File: config.mk
export PLATFORM = sky130hd
export DESIGN_NAME = ptr_addr_unit
export DESIGN_NICKNAME = d
export VERILOG_FILES = /design/src/rtl/ptr_pkg.sv /design/src/rtl/ptr_mode_decode.sv /design/src/rtl/ptr_arith.sv /design/src/rtl/ptr_select.sv /design/src/rtl/ptr_out_stage.sv /design/src/rtl/ptr_addr_unit.sv
export SDC_FILE = /design/constraint.sdc
export NUM_CORES = 1
export LEC_CHECK = 0
export BUFFER_PORTS_ARGS = -buffer_cell sky130_fd_sc_hd__buf_2
export CORE_MARGIN = 8
export CORE_UTILIZATION = 55
export DETAILED_ROUTE_END_ITERATION = 8
export PLACE_DENSITY_LB_ADDON = 0.1
export SYNTH_ARGS = -nofsm -noshare
export SYNTH_HDL_FRONTEND = slang
export SYNTH_SLANG_ARGS = --single-unit
File: constraint.sdc
create_clock -name clk -period 2.4 [get_ports clk]
set_input_delay 0.24 -clock clk [delete_from_list [all_inputs] [get_ports clk]]
set_output_delay 0.24 -clock clk [all_outputs]
set_load 0.05 [all_outputs]
File: src/rtl/ptr_pkg.sv
// Shared types for the indirect pointer address unit.
// Assumes mode codes 0..4 are defined and 5..7 are reserved.
package ptr_pkg;

    typedef enum logic [2:0] {
        PM_PLAIN   = 3'd0,
        PM_POSTINC = 3'd1,
        PM_PREDEC  = 3'd2,
        PM_DISP    = 3'd3,
        PM_PROG    = 3'd4
    } pmode_e;

    // Which computed value drives the address output
    typedef enum logic [1:0] {
        AS_PTR  = 2'd0,
        AS_DEC  = 2'd1,
        AS_DISP = 2'd2,
        AS_WORD = 2'd3
    } addr_sel_e;

    // Which computed value drives the write-back output
    typedef enum logic {
        WS_INC = 1'b0,
        WS_DEC = 1'b1
    } wb_sel_e;

    typedef struct packed {
        logic      data_acc;
        logic      prog_acc;
        logic      wb;
        addr_sel_e asel;
        wb_sel_e   wsel;
    } pctl_t;

endpackage

File: src/rtl/ptr_mode_decode.sv
// Mode decoder: maps the 3-bit mode code onto access, write-back and
// select controls. Assumes reserved codes must produce no access at all.
module ptr_mode_decode
    import ptr_pkg::*;
(
    input  logic [2:0] mode,
    output pctl_t      ctl
);

    // Purpose: translate the mode code into control fields
    always_comb begin
        ctl = '{data_acc: 1'b0, prog_acc: 1'b0, wb: 1'b0,
                asel: AS_PTR, wsel: WS_INC};
        case (mode)
            PM_PLAIN: begin
                ctl.data_acc = 1'b1;
            end
            PM_POSTINC: begin
                ctl.data_acc = 1'b1;
                ctl.wb       = 1'b1;
                ctl.wsel     = WS_INC;
            end
            PM_PREDEC: begin
                ctl.data_acc = 1'b1;
                ctl.wb       = 1'b1;
                ctl.asel     = AS_DEC;
                ctl.wsel     = WS_DEC;
            end
            PM_DISP: begin
                ctl.data_acc = 1'b1;
                ctl.asel     = AS_DISP;
            end
            PM_PROG: begin
                ctl.prog_acc = 1'b1;
                ctl.asel     = AS_WORD;
            end
            default: ;
        endcase
    end

endmodule

File: src/rtl/ptr_arith.sv
// Pointer arithmetic: joins the pointer bytes and computes the stepped,
// displaced and word-split forms. All sums wrap modulo 2^PTR_W.
// Assumes the pointer is NBYTES little-endian bytes of BYTE_W bits.
module ptr_arith #(
    parameter int BYTE_W = 8,
    parameter int NBYTES = 2,
    parameter int DISP_W = 6,
    localparam int PTR_W = BYTE_W * NBYTES
) (
    input  logic [NBYTES-1:0][BYTE_W-1:0] ptr_bytes,
    input  logic [DISP_W-1:0]             disp,
    output logic [PTR_W-1:0]              ptr,
    output logic [PTR_W-1:0]              ptr_inc,
    output logic [PTR_W-1:0]              ptr_dec,
    output logic [PTR_W-1:0]              ptr_disp,
    output logic [PTR_W-1:0]              word_addr,
    output logic                          byte_sel
);

    localparam logic [PTR_W-1:0] ONE = {{(PTR_W-1){1'b0}}, 1'b1};

    // Purpose: concatenate the register bytes, lowest byte at bit 0
    for (genvar gi = 0; gi < NBYTES; gi++) begin : g_join
        assign ptr[gi*BYTE_W +: BYTE_W] = ptr_bytes[gi];
    end

    // Purpose: step, displacement and program-word forms of the pointer
    always_comb begin
        ptr_inc   = ptr + ONE;
        ptr_dec   = ptr - ONE;
        ptr_disp  = ptr + {{(PTR_W-DISP_W){1'b0}}, disp};
        word_addr = {1'b0, ptr[PTR_W-1:1]};
        byte_sel  = ptr[0];
    end

endmodule

File: src/rtl/ptr_select.sv
// Output selector: picks the address and write-back values named by
// the decoded controls. Assumes all candidate values are already computed.
module ptr_select
    import ptr_pkg::*;
#(
    parameter int PTR_W = 16
) (
    input  pctl_t            ctl,
    input  logic [PTR_W-1:0] ptr,
    input  logic [PTR_W-1:0] ptr_inc,
    input  logic [PTR_W-1:0] ptr_dec,
    input  logic [PTR_W-1:0] ptr_disp,
    input  logic [PTR_W-1:0] word_addr,
    input  logic             byte_sel,
    output logic [PTR_W-1:0] addr_nx,
    output logic [PTR_W-1:0] wb_nx,
    output logic             bh_nx
);

    // Purpose: address multiplexer
    always_comb begin
        case (ctl.asel)
            AS_DEC:  addr_nx = ptr_dec;
            AS_DISP: addr_nx = ptr_disp;
            AS_WORD: addr_nx = word_addr;
            default: addr_nx = ptr;
        endcase
    end

    // Purpose: write-back value and byte-select for program fetch
    always_comb begin
        wb_nx = (ctl.wsel == WS_DEC) ? ptr_dec : ptr_inc;
        bh_nx = ctl.prog_acc & byte_sel;
    end

endmodule

File: src/rtl/ptr_out_stage.sv
// Output register stage: loads results on an accepted request and holds
// them otherwise; strobes last one cycle. Synchronous active-low reset.
// Assumes a request with no access control set is a reserved code.
module ptr_out_stage
    import ptr_pkg::*;
#(
    parameter int PTR_W = 16
) (
    input  logic             clk,
    input  logic             rst_n,
    input  logic             start,
    input  pctl_t            ctl,
    input  logic [PTR_W-1:0] addr_nx,
    input  logic [PTR_W-1:0] wb_nx,
    input  logic             bh_nx,
    output logic             data_req,
    output logic             prog_req,
    output logic             wb_en,
    output logic [PTR_W-1:0] addr_q,
    output logic [PTR_W-1:0] wb_q,
    output logic             bh_q
);

    logic take;
    assign take = start & (ctl.data_acc | ctl.prog_acc);

    // Purpose: one-cycle strobes
    always_ff @(posedge clk) begin
        if (!rst_n) begin
            data_req <= 1'b0;
            prog_req <= 1'b0;
            wb_en    <= 1'b0;
        end else begin
            data_req <= start & ctl.data_acc;
            prog_req <= start & ctl.prog_acc;
            wb_en    <= start & ctl.wb;
        end
    end

    // Purpose: address and write-back values, held between requests
    always_ff @(posedge clk) begin
        if (!rst_n) begin
            addr_q <= '0;
            wb_q   <= '0;
            bh_q   <= 1'b0;
        end else if (take) begin
            addr_q <= addr_nx;
            bh_q   <= bh_nx;
            if (ctl.wb) begin
                wb_q <= wb_nx;
            end
        end
    end

    // no strobe without a start on the previous edge
    p_idle_quiet_r7: assert property (@(posedge clk) disable iff (!rst_n)
        !$past(start) |-> !data_req && !prog_req && !wb_en);

    // address holds over a cycle with no strobe
    p_addr_hold_r7: assert property (@(posedge clk) disable iff (!rst_n)
        !$past(start) && $past(rst_n) |-> $stable(addr_q));

    // the two memory spaces are never requested together
    p_space_excl_r5: assert property (@(posedge clk) disable iff (!rst_n)
        $countones({data_req, prog_req}) <= 1);

    // program fetch never writes the pointer back
    p_prog_no_wb_r5: assert property (@(posedge clk) disable iff (!rst_n)
        prog_req |-> !wb_en);

    // write-back always comes with a data access
    p_wb_data_r2: assert property (@(posedge clk) disable iff (!rst_n)
        wb_en |-> data_req);

    // written-back pointer is the address or one above it
    p_wb_near_r3: assert property (@(posedge clk) disable iff (!rst_n)
        wb_en |-> (wb_q == addr_q) ||
                  (wb_q == addr_q + {{(PTR_W-1){1'b0}}, 1'b1}));

    // byte select only raised on a program fetch
    p_bh_prog_r5: assert property (@(posedge clk) disable iff (!rst_n)
        $past(start) && !prog_req && (data_req) |-> !bh_q);

endmodule

File: src/rtl/ptr_addr_unit.sv
// Indirect pointer address unit (top). Forms the effective address from a
// register-pair pointer for plain, post-increment, pre-decrement,
// displacement and program-fetch accesses, and returns the updated pointer.
// Assumes one request per start pulse; results appear one clock later.
module ptr_addr_unit
    import ptr_pkg::*;
#(
    parameter int BYTE_W = 8,
    parameter int DISP_W = 6
) (
    input  logic              clk,
    input  logic              rst_n,
    input  logic              start,
    input  logic [2:0]        mode,
    input  logic [BYTE_W-1:0] ptr_lo,
    input  logic [BYTE_W-1:0] ptr_hi,
    input  logic [DISP_W-1:0] disp,
    output logic              data_req,
    output logic              prog_req,
    output logic [2*BYTE_W-1:0] addr,
    output logic              byte_hi,
    output logic              wb_en,
    output logic [BYTE_W-1:0] wb_lo,
    output logic [BYTE_W-1:0] wb_hi
);

    localparam int NBYTES = 2;
    localparam int PTR_W  = BYTE_W * NBYTES;

    pctl_t                        ctl;
    logic [NBYTES-1:0][BYTE_W-1:0] ptr_bytes;
    logic [PTR_W-1:0] ptr, ptr_inc, ptr_dec, ptr_disp, word_addr;
    logic [PTR_W-1:0] addr_nx, wb_nx, wb_q;
    logic             byte_sel, bh_nx;

    assign ptr_bytes[0] = ptr_lo;
    assign ptr_bytes[1] = ptr_hi;

    ptr_mode_decode u_dec (
        .mode (mode),
        .ctl  (ctl)
    );

    ptr_arith #(.BYTE_W(BYTE_W), .NBYTES(NBYTES), .DISP_W(DISP_W)) u_arith (
        .ptr_bytes (ptr_bytes),
        .disp      (disp),
        .ptr       (ptr),
        .ptr_inc   (ptr_inc),
        .ptr_dec   (ptr_dec),
        .ptr_disp  (ptr_disp),
        .word_addr (word_addr),
        .byte_sel  (byte_sel)
    );

    ptr_select #(.PTR_W(PTR_W)) u_sel (
        .ctl       (ctl),
        .ptr       (ptr),
        .ptr_inc   (ptr_inc),
        .ptr_dec   (ptr_dec),
        .ptr_disp  (ptr_disp),
        .word_addr (word_addr),
        .byte_sel  (byte_sel),
        .addr_nx   (addr_nx),
        .wb_nx     (wb_nx),
        .bh_nx     (bh_nx)
    );

    ptr_out_stage #(.PTR_W(PTR_W)) u_out (
        .clk      (clk),
        .rst_n    (rst_n),
        .start    (start),
        .ctl      (ctl),
        .addr_nx  (addr_nx),
        .wb_nx    (wb_nx),
        .bh_nx    (bh_nx),
        .data_req (data_req),
        .prog_req (prog_req),
        .wb_en    (wb_en),
        .addr_q   (addr),
        .wb_q     (wb_q),
        .bh_q     (byte_hi)
    );

    // Purpose: split the write-back pointer into register bytes
    assign wb_lo = wb_q[BYTE_W-1:0];
    assign wb_hi = wb_q[PTR_W-1:BYTE_W];

    // a reserved code raises nothing on the next edge
    p_reserved_r8: assert property (@(posedge clk) disable iff (!rst_n)
        start && (mode > 3'd4) |=> !data_req && !prog_req && !wb_en);

    // a plain start gives an address equal to the sampled pointer
    p_plain_r1: assert property (@(posedge clk) disable iff (!rst_n)
        start && (mode == 3'd0) |=> data_req && !wb_en &&
                                    (addr == $past({ptr_hi, ptr_lo})));

endmodule

==> summary.md <==
The flow ran to the end, and the final reports show no timing, DRC or antenna violations. The final cycle utilization of the critical path was 81.03%; the via total after detailed routing was 3379. The number of primary I/O pins is 64, and the sequential fraction of the synthesis area is 24.71%. Number of synthesized flops with an enable pin: 0.

The logs give 426 for the net count after synthesis and 2.58 ns for the endpoint required time on the critical path. The first-pass GRT wire length was 15.70 mm. The net switching share of the total power is 32.70%. Entering global routing, the biggest net connects 26 pins. For the count of mapped cells out of synthesis, the log shows 389. The leftover overflow at the end of global routing came out at 0. The critical path is of the input pin to register type. The peak supply drop was 0.3625 mV; the number of global-route vias before repair was 3180. Measured along the y axis, the die boundary spans 88.82 um. Detailed placement finished with a half-perimeter wire length of 7.163 mm. The die area came out at 7889 um2.

The beginning of the worst hold path is ptr_lo[7]. The power density of the placed cells was 565.8 nW/um2; the placed cell count was 506. Global routing used 25.11% of the available tracks. The peak fanout along the critical path was 6; the final count of negative-setup-slack endpoints was 0. Final count of pins violating max slew: 0. The final layout contains routed wiring with a total length of 9.662 mm. Number of cells in the finished layout apart from fillers: 514. The area of the core is 5107 um2. TritonCTS built the clock tree. The worst setup path is captured at a register.

The number of buffers created by CTS was 5. The buffer depth of the longest clock path came out at 2. Clock latency on the worst-skew pair, taken at its later pin, is 0.30 ns. In this run the clock root is driven by a clkbuf_8. The clock net in this run drives a total of 36 sinks. The worst setup path is launched from an input pin.

The logs give 2917 um2 for the combined area of all synthesized cells and 2011 um2 for the area of the multi-input gates. The sequential cell fraction of total power is 33.0%. The register clock-pin slew on the reported worst setup and hold paths came out at 0.08 ns. The tools report the static leakage as 1.431 nW.

The run gives 0.0006432 W as the switching component of the power. Dividing the detail-routed via count by the number of cells gives 6.574. In this design, the stage delay of the slowest critical-path cell is 0.43 ns. The number of DRC violations after detailed-routing iteration 0 is 353, and the number of synthesized register bits is 36.

After clock tree synthesis, the setup repair step added 0 buffers. The final hold violation count is 0, and the count of buffers inserted at the top-level ports is 63. After detailed routing, the number of remaining DRC violations is 0. The worst register-to-register path ends at u_out.addr_q[5]$_SDFFE_PN0P_.

The launch instance of the worst register-to-register path is u_out.addr_q[5]$_SDFFE_PN0P_. Setup repair after global routing left no endpoint under its margin. The H-tree was split into 2 levels. Along the worst hold path, the cell count comes to 3.

The die is 88.82 um wide. The number of antenna diodes in the final layout is 0. The smallest clock period supported by the final layout is computed as 1.945 ns. Total number of nets in the final design: 480. The tools report the global placement routability congestion as 0.9442. The logs give 0.001324 W for the design internal power and 0 ns for the final setup skew. Number of cells on the worst reg-to-reg path: 3. Prevailing post-synth register cell: dfxtp_1. Initial core utilization: 57.10%. Averaged over all synthesized cells, the footprint is 7.498 um2. The hold-fix buffer count after cts is 0, and the number of fill cells is 479. After synthesis, the share of flip-flops with an asynchronous set or reset is 0%.

The worst max-slew margin expressed relative to the limit was 70.24%; the fraction of layout cells with a size suffix above 1 was 22.07%. In this run the worst hold path is classified as input pin to register. The setup TNS is 0 ns, and the slack of the worst reg-to-reg path is 1.09 ns. Max-cap violations in this run came to 0. Yosys printed 0 warnings. dfxtp_1 takes more of the synthesized area than any other cell. The master of the slowest instance on the critical path is fa_1. After synthesis, the largest area contributor takes up 24.71% of total cell area. Based on the critical path, the design can be clocked at up to 514.2 MHz. The count of standard-cell rows is 26, and the share of total power in the clock network is 38.6%.

For the number of antenna violations at the first check in global routing, the log shows 0. The sequential standard cell area is 720.7 um2. The path with the worst hold slack has its endpoint at u_out.wb_q[7]$_SDFFE_PN0P_. For this run, the detailed router's first-pass iteration total came to 5. The netlist uses 60 different library cells.

After detailed routing, the average wire length per cell comes to 18.80 um. Combinational cells account for 28.5% of the total power. Once the clock tree was built, the resizer swapped 0 gates to a different size. The pin slew with the least headroom to its limit is 0.4448 ns, and the post-route antenna net violation count is 0. Relative to the synthesized area, the layout overhead comes to 19.22%.

The critical path goes through buf_2 > ha_1 > fa_1 > a211oi_1 > o21a_1 > buf_4 > nor4_1 > o21ai_0 > a31oi_1. By area the synthesized netlist is led by dfxtp_1 25%, o21ai_0 5.5%, nand2_1 4.1%. Data on the critical path arrives at its endpoint at 2.12 ns.
## worst max path at each step
stage / end / startpoint / depth (start not counted) / slack (ns)
finish: u_out.addr_q[8]$_SDFFE_PN0P_ / ptr_lo[0] / 9 / 0.46
global route: u_out.addr_q[9]$_SDFFE_PN0P_ / ptr_lo[3] / 7 / 0.38
CTS: u_out.addr_q[14]$_SDFFE_PN0P_ / ptr_lo[0] / 8 / 0.50
detailed placement: u_out.addr_q[14]$_SDFFE_PN0P_ / ptr_lo[0] / 8 / 0.19
global placement: u_out.addr_q[14]$_SDFFE_PN0P_ / ptr_lo[0] / 8 / 0.24
floorplan: u_out.addr_q[14]$_SDFFE_PN0P_ / ptr_lo[0] / 7 / 0.41
## synth_stat cells, types with 5 or more instances
cell type	number
o211ai_1	5
a31oi_1	5
nand2_1	32
nor2b_1	9
clkbuf_1	26
nand3_1	20
ha_1	8
nor2_1	23
nand4_1	8
xnor2_1	10
or4_1	9
a21oi_1	13
nor4_1	10
a22oi_1	5
o21ai_0	32
o22ai_1	10
o31a_1	5
xor2_1	11
inv_1	9
buf_2	7
dfxtp_1	36
a211oi_1	8
nor3_1	14
## kinds of logic (layout without fill, tap and decap cells)
group | count (synthesis) | in the layout | share of synthesized area, %
simple gates | 154 | 154 | 29.13
compound gates | 120 | 120 | 28.01
buf+inv | 45 | 100 | 6.349
flops | 36 | 36 | 24.71
xor+xnor | 21 | 21 | 6.306
fa+ha+maj | 9 | 9 | 4.119
mux | 4 | 4 | 1.373
## cell usage in the layout (no fill, tap or decap), types with 8 or more instances in the layout
cell | netlist | final
inv_1 | 9 | 9
o22ai_1 | 10 | 10
buf_4 | 0 | 20
o21ai_0 | 32 | 32
nand4_1 | 8 | 8
xnor2_1 | 10 | 10
xor2_1 | 11 | 11
ha_1 | 8 | 8
nor4_1 | 10 | 10
nand3_1 | 20 | 20
a21oi_1 | 13 | 13
nor2b_1 | 9 | 9
nor3_1 | 14 | 14
a211oi_1 | 8 | 8
buf_2 | 7 | 63
or4_1 | 9 | 9
nand2_1 | 32 | 32
nor2_1 | 23 | 23
dfxtp_1 | 36 | 36
## routing by layer
| layer | share of wire (%) | track usage, % |
|---|---|---|
| met1 | 45 | 32.78 |
| met2 | 46 | 40.43 |
| met3 | 8.2 | 4.550 |
| met4 | 1.7 | 7.834 |
| met5 | 0 | 0 |
## critical path, delay by kind of cell
family	cells	cell delay, ns
buffers and inverters	2	0.28
AOI/OAI and AO/OA	4	0.88
and+or+nand+nor	1	0.05
adders and majority gates	2	0.67
## power groups by stage
stage	sequential (W)	clock, W	combinational (W)
floorplan	0.000786	0	0.000266
global placement	0.000662	0	0.000542
detailed placement	0.000663	0	0.000550
CTS	0.000649	0.000773	0.000554
global route	0.000653	0.000789	0.000600
finish	0.000649	0.000759	0.000560
## through the flow
step	total power (W)	instance area (um2)	hold WS, ns	setup slack [ns]	util [%]
2_1_floorplan	0.001053	2917	0.3356	0.4100	-
3_3_place_gp	0.001203	3318	0.4379	0.2359	64.97
3_5_place_dp	0.001213	3318	0.4380	0.1908	64.97
4_1_cts	0.001975	3477	0.2668	0.4993	68.08
5_1_grt	0.002041	3477	0.2799	0.3847	68.08
6_report	0.001967	3477	0.2692	0.4552	68.08
## sequential cells by signal (all words and copies together) (netlist names)
name	count
u_out.addr_q	16
u_out.bh_q	1
u_out.data_req	1
u_out.prog_req	1
u_out.wb_en	1
u_out.wb_q	16
## final cells by class
cell class                      count  share of cell area (%)
Timing Repair Buffer               83                   13.39
Inverter                            9                  0.9716
Multi-Input combinational cell    308                   57.83
Clock inverter                      3                   2.591
Tap cell                           70                   2.519
Clock buffer                        5                   1.979
Sequential cell                    36                   20.73
(Power assumes the default switching activity.)
